**config.mk**
```make
export PLATFORM = sky130hd
export DESIGN_NAME = tbu_timebase
export DESIGN_NICKNAME = d
export VERILOG_FILES = /design/src/rtl/tbu_pkg.sv /design/src/rtl/tbu_prescaler.sv /design/src/rtl/tbu_counter.sv /design/src/rtl/tbu_repeat.sv /design/src/rtl/tbu_timebase.sv
export SDC_FILE = /design/constraint.sdc
export NUM_CORES = 1
export LEC_CHECK = 0
export BUFFER_PORTS_ARGS = -buffer_cell sky130_fd_sc_hd__buf_2
export CAP_MARGIN = 20
export CELL_PAD_IN_SITES_DETAIL_PLACEMENT = 1
export CELL_PAD_IN_SITES_GLOBAL_PLACEMENT = 2
export CORE_ASPECT_RATIO = 0.9
export CORE_MARGIN = 10
export CORE_UTILIZATION = 44
export DETAILED_ROUTE_END_ITERATION = 8
export MAX_ROUTING_LAYER = met4
export PLACE_DENSITY_LB_ADDON = 0.1
export SLEW_MARGIN = 40
export SYNTH_ARGS = -nofsm -noshare
export SYNTH_HDL_FRONTEND = slang
export SYNTH_SLANG_ARGS = --single-unit
```
**constraint.sdc**
```tcl
create_clock -name clk -period 10.72 [get_ports clk]
set_input_delay 3.216 -clock clk [delete_from_list [all_inputs] [get_ports clk]]
set_output_delay 3.216 -clock clk [all_outputs]
set_load 0.01 [all_outputs]
```
**src/rtl/tbu_pkg.sv**
```systemverilog
package tbu_pkg;

  typedef enum logic [2:0] {
    A_CTRL = 3'd0,
    A_IEN  = 3'd1,
    A_STAT = 3'd2,
    A_EVG  = 3'd3,
    A_CNT  = 3'd4,
    A_PSC  = 3'd5,
    A_ARR  = 3'd6,
    A_REP  = 3'd7
  } reg_addr_e;

  localparam int CTL_RUN  = 0;
  localparam int CTL_DOWN = 1;
  localparam int CTL_TRI  = 2;
  localparam int CTL_BUF  = 3;

  typedef enum logic [1:0] {
    MODE_UP   = 2'd0,
    MODE_DOWN = 2'd1,
    MODE_TRI  = 2'd2
  } cnt_mode_e;

  function automatic cnt_mode_e decode_mode(input logic tri_bit, input logic down_bit);
    if (tri_bit)       return MODE_TRI;
    else if (down_bit) return MODE_DOWN;
    else               return MODE_UP;
  endfunction

endpackage

```
**src/rtl/tbu_prescaler.sv**
```systemverilog
module tbu_prescaler #(
  parameter int W = 16
) (
  input  logic         clk,
  input  logic         rst_n,
  input  logic         step,
  input  logic         clr,
  input  logic [W-1:0] lim,
  output logic         tick,
  output logic [W-1:0] phase
);

  assign tick = step && (phase == lim);

  always_ff @(posedge clk or negedge rst_n) begin
    if (!rst_n)     phase <= '0;
    else if (clr)   phase <= '0;
    else if (step)  phase <= tick ? '0 : phase + 1'b1;
  end

endmodule

```
**src/rtl/tbu_counter.sv**
```systemverilog
module tbu_counter
  import tbu_pkg::*;
#(
  parameter int W = 16
) (
  input  logic         clk,
  input  logic         rst_n,
  input  logic         tick,
  input  cnt_mode_e    mode,
  input  logic [W-1:0] top_val,
  input  logic [W-1:0] reload_val,
  input  logic         force_ld,
  input  logic [W-1:0] force_val,
  input  logic         sw_ld,
  input  logic [W-1:0] sw_val,
  output logic [W-1:0] cnt,
  output logic         wrap
);

  logic         falling_q, falling_n;
  logic [W-1:0] cnt_n;
  localparam logic [W-1:0] CNT_MAX = '1;

  always_comb begin
    cnt_n     = cnt;
    falling_n = falling_q;
    wrap      = 1'b0;
    if (tick) begin
      unique case (mode)
        MODE_DOWN: begin
          if (cnt == '0) begin wrap = 1'b1; cnt_n = reload_val; end
          else cnt_n = cnt - 1'b1;
        end
        MODE_TRI: begin
          if (!falling_q) begin
            if (cnt >= top_val) begin
              wrap      = 1'b1;
              cnt_n     = (cnt == '0) ? '0 : cnt - 1'b1;
              falling_n = (cnt != '0);
            end else cnt_n = cnt + 1'b1;
          end else begin
            if (cnt == '0) begin
              wrap      = 1'b1;
              cnt_n     = (top_val == '0) ? '0 : {{(W-1){1'b0}}, 1'b1};
              falling_n = 1'b0;
            end else cnt_n = cnt - 1'b1;
          end
        end
        default: begin
          if (cnt == top_val || cnt == CNT_MAX) begin wrap = 1'b1; cnt_n = '0; end
          else cnt_n = cnt + 1'b1;
        end
      endcase
    end
  end

  always_ff @(posedge clk or negedge rst_n) begin
    if (!rst_n) begin
      cnt       <= '0;
      falling_q <= 1'b0;
    end else if (force_ld) begin
      cnt       <= force_val;
      falling_q <= 1'b0;
    end else if (sw_ld) begin
      cnt       <= sw_val;
    end else begin
      cnt       <= cnt_n;
      falling_q <= falling_n;
    end
  end

endmodule

```
**src/rtl/tbu_repeat.sv**
```systemverilog
module tbu_repeat #(
  parameter int W = 16
) (
  input  logic         clk,
  input  logic         rst_n,
  input  logic         wrap,
  input  logic         force_ld,
  input  logic [W-1:0] rep_val,
  output logic         rep_zero,
  output logic         nat_upd
);

  logic [W-1:0] left_q;

  assign rep_zero = (left_q == '0);
  assign nat_upd  = wrap && rep_zero;

  always_ff @(posedge clk or negedge rst_n) begin
    if (!rst_n)                   left_q <= '0;
    else if (force_ld || nat_upd) left_q <= rep_val;
    else if (wrap)                left_q <= left_q - 1'b1;
  end

endmodule

```
**src/rtl/tbu_timebase.sv**
```systemverilog
module tbu_timebase
  import tbu_pkg::*;
#(
  parameter int CNT_W  = 16,
  parameter int ADDR_W = 3
) (
  input  logic              clk,
  input  logic              rst_n,
  input  logic              tick_en,
  input  logic              wr_en,
  input  logic [ADDR_W-1:0] addr,
  input  logic [CNT_W-1:0]  wdata,
  output logic [CNT_W-1:0]  rdata,
  output logic              upd_pulse,
  output logic              upd_flag,
  output logic              irq
);

  localparam logic [CNT_W-1:0] ARR_RST = '1;

  logic             run_q, down_q, tri_q, buf_q, ien_q;
  logic [CNT_W-1:0] psc_pre, psc_act, arr_pre, arr_act, rep_pre;
  logic [CNT_W-1:0] pcnt, cnt_q, reload_val, force_val;
  logic             step, cnt_tick, wrap, rep_zero, nat_upd;
  logic             force_upd, upd_evt;
  logic             wr_ctrl, wr_ien, wr_stat, wr_cnt, wr_psc, wr_arr, wr_rep;
  cnt_mode_e        mode;

  assign wr_ctrl   = wr_en && (addr == A_CTRL);
  assign wr_ien    = wr_en && (addr == A_IEN);
  assign wr_stat   = wr_en && (addr == A_STAT);
  assign wr_cnt    = wr_en && (addr == A_CNT);
  assign wr_psc    = wr_en && (addr == A_PSC);
  assign wr_arr    = wr_en && (addr == A_ARR);
  assign wr_rep    = wr_en && (addr == A_REP);
  assign force_upd = wr_en && (addr == A_EVG) && wdata[0];

  assign mode       = decode_mode(tri_q, down_q);
  assign step       = run_q && tick_en;
  assign upd_evt    = force_upd || nat_upd;
  assign reload_val = rep_zero ? arr_pre : arr_act;
  assign force_val  = (mode == MODE_DOWN) ? arr_pre : '0;

  tbu_prescaler #(.W(CNT_W)) u_psc (
    .clk(clk), .rst_n(rst_n), .step(step), .clr(force_upd),
    .lim(psc_act), .tick(cnt_tick), .phase(pcnt)
  );

  tbu_counter #(.W(CNT_W)) u_cnt (
    .clk(clk), .rst_n(rst_n), .tick(cnt_tick), .mode(mode),
    .top_val(arr_act), .reload_val(reload_val),
    .force_ld(force_upd), .force_val(force_val),
    .sw_ld(wr_cnt), .sw_val(wdata),
    .cnt(cnt_q), .wrap(wrap)
  );

  tbu_repeat #(.W(CNT_W)) u_rep (
    .clk(clk), .rst_n(rst_n), .wrap(wrap), .force_ld(force_upd),
    .rep_val(rep_pre), .rep_zero(rep_zero), .nat_upd(nat_upd)
  );

  always_ff @(posedge clk or negedge rst_n) begin
    if (!rst_n) begin
      run_q <= 1'b0; down_q <= 1'b0; tri_q <= 1'b0; buf_q <= 1'b0;
      ien_q <= 1'b0;
      psc_pre <= '0; psc_act <= '0;
      arr_pre <= ARR_RST; arr_act <= ARR_RST;
      rep_pre <= '0;
      upd_flag <= 1'b0; upd_pulse <= 1'b0;
    end else begin
      if (wr_ctrl) begin
        run_q  <= wdata[CTL_RUN];
        down_q <= wdata[CTL_DOWN];
        tri_q  <= wdata[CTL_TRI];
        buf_q  <= wdata[CTL_BUF];
      end
      if (wr_ien) ien_q   <= wdata[0];
      if (wr_psc) psc_pre <= wdata;
      if (wr_rep) rep_pre <= wdata;
      if (wr_arr) arr_pre <= wdata;
      if (upd_evt) psc_act <= psc_pre;
      if (wr_arr && !buf_q) arr_act <= wdata;
      else if (upd_evt)     arr_act <= arr_pre;
      if (upd_evt)      upd_flag <= 1'b1;
      else if (wr_stat && !wdata[0]) upd_flag <= 1'b0;
      upd_pulse <= upd_evt;
    end
  end

  assign irq = upd_flag && ien_q;

  always_comb begin
    rdata = '0;
    unique case (addr)
      A_CTRL: rdata = CNT_W'({buf_q, tri_q, down_q, run_q});
      A_IEN:  rdata = CNT_W'(ien_q);
      A_STAT: rdata = CNT_W'(upd_flag);
      A_CNT:  rdata = cnt_q;
      A_PSC:  rdata = psc_pre;
      A_ARR:  rdata = arr_pre;
      A_REP:  rdata = rep_pre;
      default: rdata = '0;
    endcase
  end

endmodule

```
==> results.json, run 1 <==
{
  "period_minus_slack_ns": 7.93,
  "antenna_left": 0,
  "cap_viol_max_count": 0,
  "io_pins": 42,
  "htree_levels": 4,
  "cts_setup_buffers": 0,
  "endpoint_kind": "output pin",
  "ys.flop_type": "dfrtp_1",
  "syn_to_final_growth_pct": 11.5,
  "track_usage": 0.240,
  "drv_slew": 0,
  "fin_nets": 941,
  "finalHoldViolCount": 0,
  "seq_area_frac_synth": 0.399,
  "cts_tree": "yes",
  "cts.sinks": 136,
  "synth_warnings": 0,
  "vias": 7463,
  "syn_inst": 889,
  "drt_pass1_iterations": 5,
  "antenna_found_initial": 0,
  "startpoint_type": "input port",
  "gp_congestion": 0.939,
  "synth_seq_cells": 136,
  "rows": 48,
  "slowest_stage": "mux4_2",
  "p_leak_nw": 4.19,
  "clock_latency_ns": 0.44,
  "grt_remaining_overflow": 0,
  "die_h_um": 153,
  "status": "completed",
  "drive_above_1_share": 0.246,
  "io_buffers": 41,
  "max-vdd-ir-drop_mv": 0.115,
  "min_path_type": "register to register",
  "vias_per_cell": 6.43,
  "drt-wirelength-per-cell_um": 26.3,
  "setup_viol": 0,
  "clk_pin_slew_ns": 0.07,
  "syn-num-nets": 932,
  "core-area_sq_um": 19200,
  "required_ns": 7.50,
  "netlist-cell-type-count": 72,
  "numCtsBuffers": 17,
  "cts_hold_buf": 0,
  "min_path_cells": 2,
  "cp_max_fo": 25,
  "worst_pin_slew_ns": 0.806,
  "cts_resized": 0,
  "cts-root-buf": "clkbuf_16",
  "path_cells": "buf_2, mux4_2, nand2_1, o21ai_0, buf_2",
  "p_per_area_nw_per_um2": 240,
  "place_hpwl_mm": 22.1,
  "cts_max_path_buffers": 2,
  "synth_area_sq_um": 8630,
  "setup_tns_ns": 0,
  "fin_skew_ns": 0.0136,
  "multi_input_area_sq_um": 4830,
  "rr_worst_depth": 8,
  "critPathKind": "input port to output pin",
  "fp.dieArea_sq_um": 25600,
  "grt_max_degree": 78,
  "syn_area_per_cell_sq_um": 9.71,
  "grt_pass1_vias": 7709,
  "drc": 0,
  "antenna_cells": 0,
  "grt_pass1_wl_mm": 47.0,
  "crit_top_cell": "buf_2",
  "slew-limit-headroom": 0.456,
  "fp.dieW_um": 168,
  "wl_mm": 30.6,
  "p_total_mw": 2.31,
  "rsz0062_at_grt": "false",
  "critPathMaxStageDelay_ns": 0.58,
  "drt_iter0_drc": 709,
  "initial_core_util": 0.449,
  "arrival_ns": 4.71,
  "max_freq_mhz": 126,
  "fillers": 2159,
  "synth_edf_count": 0,
  "regArea_sq_um": 3440,
  "async_reset_ff_frac": 1.00,
  "finalCritPeriodShare": 0.739
}
==> report_power, final <==
part	internal, mW	leakage, nW	switching [mW]
logic	0.363	2.24	0.417
clock network	0.335	0.294	0.275
registers	0.668	1.66	0.254
total	1.37	4.19	0.946
==> stage by stage <==
step	std cells	cell area, sq um	utilization	hold slack [ns]	setup WS (ns)
after floorplan	889	8630	-	0.476	2.84
after global placement	1126	8960	0.466	0.506	2.84
after detailed placement	1129	9010	0.469	0.514	2.77
after CTS	1161	9610	0.500	0.524	2.77
after global routing	1161	9620	0.501	0.548	2.67
final	1161	9620	0.501	0.524	2.79
==> cells in the final DEF, fill, tap and decap left out, drive strengths merged, types with 32 or more instances in the layout <==
cell / count
dfrtp: 104
o21ai: 69
mux2: 69
nor2: 67
buf: 55
nand2: 51
nand3: 43
a21oi: 41
inv: 41
dfstp: 32
==> Yosys cell counts, types with 3 or more instances <==
library cell | number | area share
ha_1 | 20 | 0.029
dfrtp_1 | 104 | 0.30
nor2b_1 | 4 | 0.0029
o31ai_1 | 10 | 0.0087
buf_1 | 4 | 0.0017
a31oi_1 | 23 | 0.017
a21oi_1 | 41 | 0.024
o211a_1 | 3 | 0.0035
mux2i_1 | 17 | 0.020
clkbuf_1 | 48 | 0.021
dfstp_2 | 32 | 0.097
a22oi_1 | 16 | 0.014
nand2_1 | 50 | 0.022
xor2_1 | 17 | 0.017
nor4_1 | 13 | 0.0094
a41o_1 | 3 | 0.0035
o21ai_0 | 68 | 0.039
mux2_4 | 8 | 0.014
mux2_2 | 60 | 0.078
nand3_1 | 42 | 0.024
and4_1 | 6 | 0.0061
buf_2 | 10 | 0.0058
and2_1 | 16 | 0.012
nand2b_1 | 4 | 0.0029
nor3_1 | 16 | 0.0093
or3_1 | 9 | 0.0065
inv_1 | 30 | 0.013
or2_2 | 4 | 0.0029
nand4_1 | 22 | 0.016
mux4_2 | 16 | 0.042
and3_1 | 6 | 0.0043
nor2_1 | 67 | 0.029
a221oi_1 | 7 | 0.0071
or4_1 | 6 | 0.0052
a211oi_1 | 10 | 0.0087
o211ai_1 | 3 | 0.0026
xnor2_1 | 31 | 0.031
==> worst paths after layout <==
kind | start | endpoint | slack (ns)
max in group asynchronous | rst_n | rep_pre[1]$_DFFE_PN0P_ | 6.85
worst max register to register | u_cnt.cnt[14]$_DFFE_PN0P_ | psc_act[0]$_DFFE_PN0P_ | 6.76
worst min-delay path | arr_act[3]$_DFFE_PN1P_ | arr_act[3]$_DFFE_PN1P_ | 0.52
worst min register to register | arr_act[3]$_DFFE_PN1P_ | arr_act[3]$_DFFE_PN1P_ | 0.52
worst max-delay path | addr[0] | rdata[2] | 2.79
min in group asynchronous | rst_n | psc_act[11]$_DFFE_PN0P_ | 2.74
==> worst max-delay path, delay by kind of cell <==
kind	cells	cell delay (ns)
buffers and inverters	2	0.72
muxes	1	0.58
AOI/OAI and AO/OA	1	0.09
and+or+nand+nor	1	0.09
==> sequential cells by signal (all words and copies together), names as in the netlist, 16 cells and up <==
| register | count |
|---|---|
| arr_act | 16 |
| arr_pre | 16 |
| psc_act | 16 |
| psc_pre | 16 |
| rep_pre | 16 |
| u_cnt.cnt | 16 |
| u_psc.phase | 16 |
| u_rep.left_q | 16 |
==> area by class of cell <==
cell class,count,share of cell area
well taps,250,0.0325
repair buffers,55,0.0337
multi-input cells,658,0.502
inverters,30,0.0117
flip-flops and latches,136,0.358
clock inverters,15,0.0181
clock buffers,17,0.0442
==> kinds of logic after synthesis <==
group / after synthesis / synth area share
xor gates and xnor gates: 48 / 0.0487
and+or+nand+nor: 279 / 0.169
buffers and inverters: 95 / 0.0464
AOI/OAI and AO/OA: 209 / 0.153
muxes: 102 / 0.155
DFF: 136 / 0.399
adders and majority gates: 20 / 0.0290
==> routing by layer <==
layer  vias up  routed length (um)  track usage  share of wire
li1       3313                   -            -              -
met1      3873               13200        0.302           0.43
met2       237               14800        0.382           0.48
met3        40                1990       0.0541          0.065
met4         0                 603       0.0675          0.020
met5         -                   0            -              0
(Power assumes the default switching activity.)
==> run 2, diff against run 1 <==
CORE_UTILIZATION = 36   (was 44)
clock period = 7.1 ns   (was 10.72 ns; I/O delays follow)
==> run 2 against run 1 <==
Net effect: total power is 49% higher; non-clock buffer count up 4; setup slack got worse by 1.5 ns; combinational power grew 54%; sequential cell count is the same; core utilization down 8.8 points; clock power increased by 44%; critical path depth down 1; sequential power increased by 50%; wire length grew 5.1%; register-to-register slack got worse by 3.1 ns; critical path type unchanged.
==> results.json, run 2 (synthesis results as in run 1) <==
{
  "p_leak_nw": 4.19,
  "final_cell_mix": "dfrtp_1, o21ai_0, nor2_1",
  "clock_latency_ns": 0.44,
  "seq_power_share": 0.400,
  "cp_max_fo": 25,
  "rows": 53,
  "startpoint_type": "input port",
  "drive_above_1_share": 0.248,
  "grt_remaining_overflow": 0,
  "io_buffers": 41,
  "endpoint_kind": "output pin",
  "cts_setup_buffers": 0,
  "numCtsBuffers": 17,
  "finalHoldViolCount": 0,
  "cts_max_path_buffers": 2,
  "max-vdd-ir-drop_mv": 0.140,
  "setup_viol": 0,
  "cts_hold_buf": 0,
  "cts.sinks": 136,
  "vias_per_cell": 6.11,
  "fp.dieW_um": 183,
  "rsz0062_at_grt": "false",
  "antenna_found_initial": 0,
  "cap_viol_max_count": 0,
  "place_hpwl_mm": 23.2,
  "htree_levels": 4,
  "track_usage": 0.216,
  "cts_resized": 0,
  "syn_to_final_growth_pct": 12.3,
  "p_per_area_nw_per_um2": 356,
  "initial_core_util": 0.368,
  "wl_mm": 32.1,
  "drv_slew": 0,
  "gp_congestion": 0.917,
  "period_minus_slack_ns": 5.76,
  "max_freq_mhz": 174,
  "fin_skew_ns": 0.0177,
  "fin_nets": 945,
  "core-area_sq_um": 23500,
  "io_pins": 42,
  "finalCritPeriodShare": 0.811,
  "fp.dieArea_sq_um": 30600,
  "required_ns": 4.97,
  "combPwrFrac": 0.346,
  "slew-limit-headroom": 0.424,
  "die_h_um": 167,
  "vias": 7430,
  "power.switching_mw": 1.43,
  "grt_max_degree": 84,
  "grt_pass1_vias": 7750,
  "clk_pin_slew_ns": 0.06,
  "critPathKind": "input port to output pin",
  "drt-wirelength-per-cell_um": 26.4,
  "final_common_cell": "dfrtp_1",
  "cts_tree": "yes",
  "status": "completed",
  "p_clk_frac": 0.253,
  "min_path_type": "register to register",
  "p_total_mw": 3.45,
  "rr_worst_depth": 9,
  "grt_pass1_wl_mm": 49.2,
  "antenna_cells": 0,
  "setup_tns_ns": 0,
  "drt_iter0_drc": 626,
  "arrival_ns": 3.63,
  "drt_pass1_iterations": 5,
  "cts-root-buf": "clkbuf_16",
  "worst_pin_slew_ns": 0.858,
  "min_path_cells": 2,
  "swShare": 0.413,
  "antenna_left": 0,
  "fin_util": 0.413,
  "cellInternalPower_mw": 2.03,
  "drc": 0
}
run 2: changes by cell type in the layout (fill, tap and decap cells not counted), moves of 2 or more:
cell,change
clkbuf_8,+2
clkinvlp_4,+3
inv_8,-4
buf_4,+6
buf_6,-3
run 2: area by class of cell:
cell class	count	area, sq um
fill	2678	13800
clock buffer	18	439
multi-input combinational	658	4840
inverter	30	113
tap	302	378
sequential	136	3440
clock inverter	14	130
timing repair buffer	59	349
run 2: worst max-delay path, cell delays in order:
cell and delay, ns:
buf_2 0.57, mux4_2 0.58, and2_1 0.19, buf_2 0.14
run 2: final timing paths:
check | start | to | slack, ns
max in group asynchronous | rst_n | rep_pre[10]$_DFFE_PN0P_ | 4.23
max reg2reg | arr_act[15]$_DFFE_PN1P_ | psc_act[0]$_DFFE_PN0P_ | 3.65
min reg2reg | arr_act[3]$_DFFE_PN1P_ | arr_act[3]$_DFFE_PN1P_ | 0.53
min in group asynchronous | rst_n | rep_pre[3]$_DFFE_PN0P_ | 1.70
min | arr_act[3]$_DFFE_PN1P_ | arr_act[3]$_DFFE_PN1P_ | 0.53
max | addr[0] | rdata[5] | 1.34
run 2: per-stage QoR:
stage	hold slack [ns]	std cells	setup slack [ns]	cell area, sq um
after CTS	0.526	1217	1.31	9680
final	0.526	1217	1.34	9690
after floorplan	0.476	889	1.39	8630
after global placement	0.503	1181	1.35	9060
after detailed placement	0.510	1185	1.31	9110
after global routing	0.550	1217	1.20	9690
run 2: per-layer routing:
layer	global-route usage	vias up	share of wire
li1	-	3313	-
met5	-	-	0
met2	0.328	184	0.46
met4	0.0538	0	0.016
met3	0.0376	33	0.045
met1	0.291	3900	0.48
run 2: power groups by stage:
stage	Combinational, mW	Sequential [mW]	Clock [mW]
CTS	1.19	1.38	0.893
global placement	1.13	1.38	0
detailed placement	1.18	1.39	0
floorplan	0.962	1.16	0
global route	1.32	1.41	0.930
finish	1.20	1.38	0.875
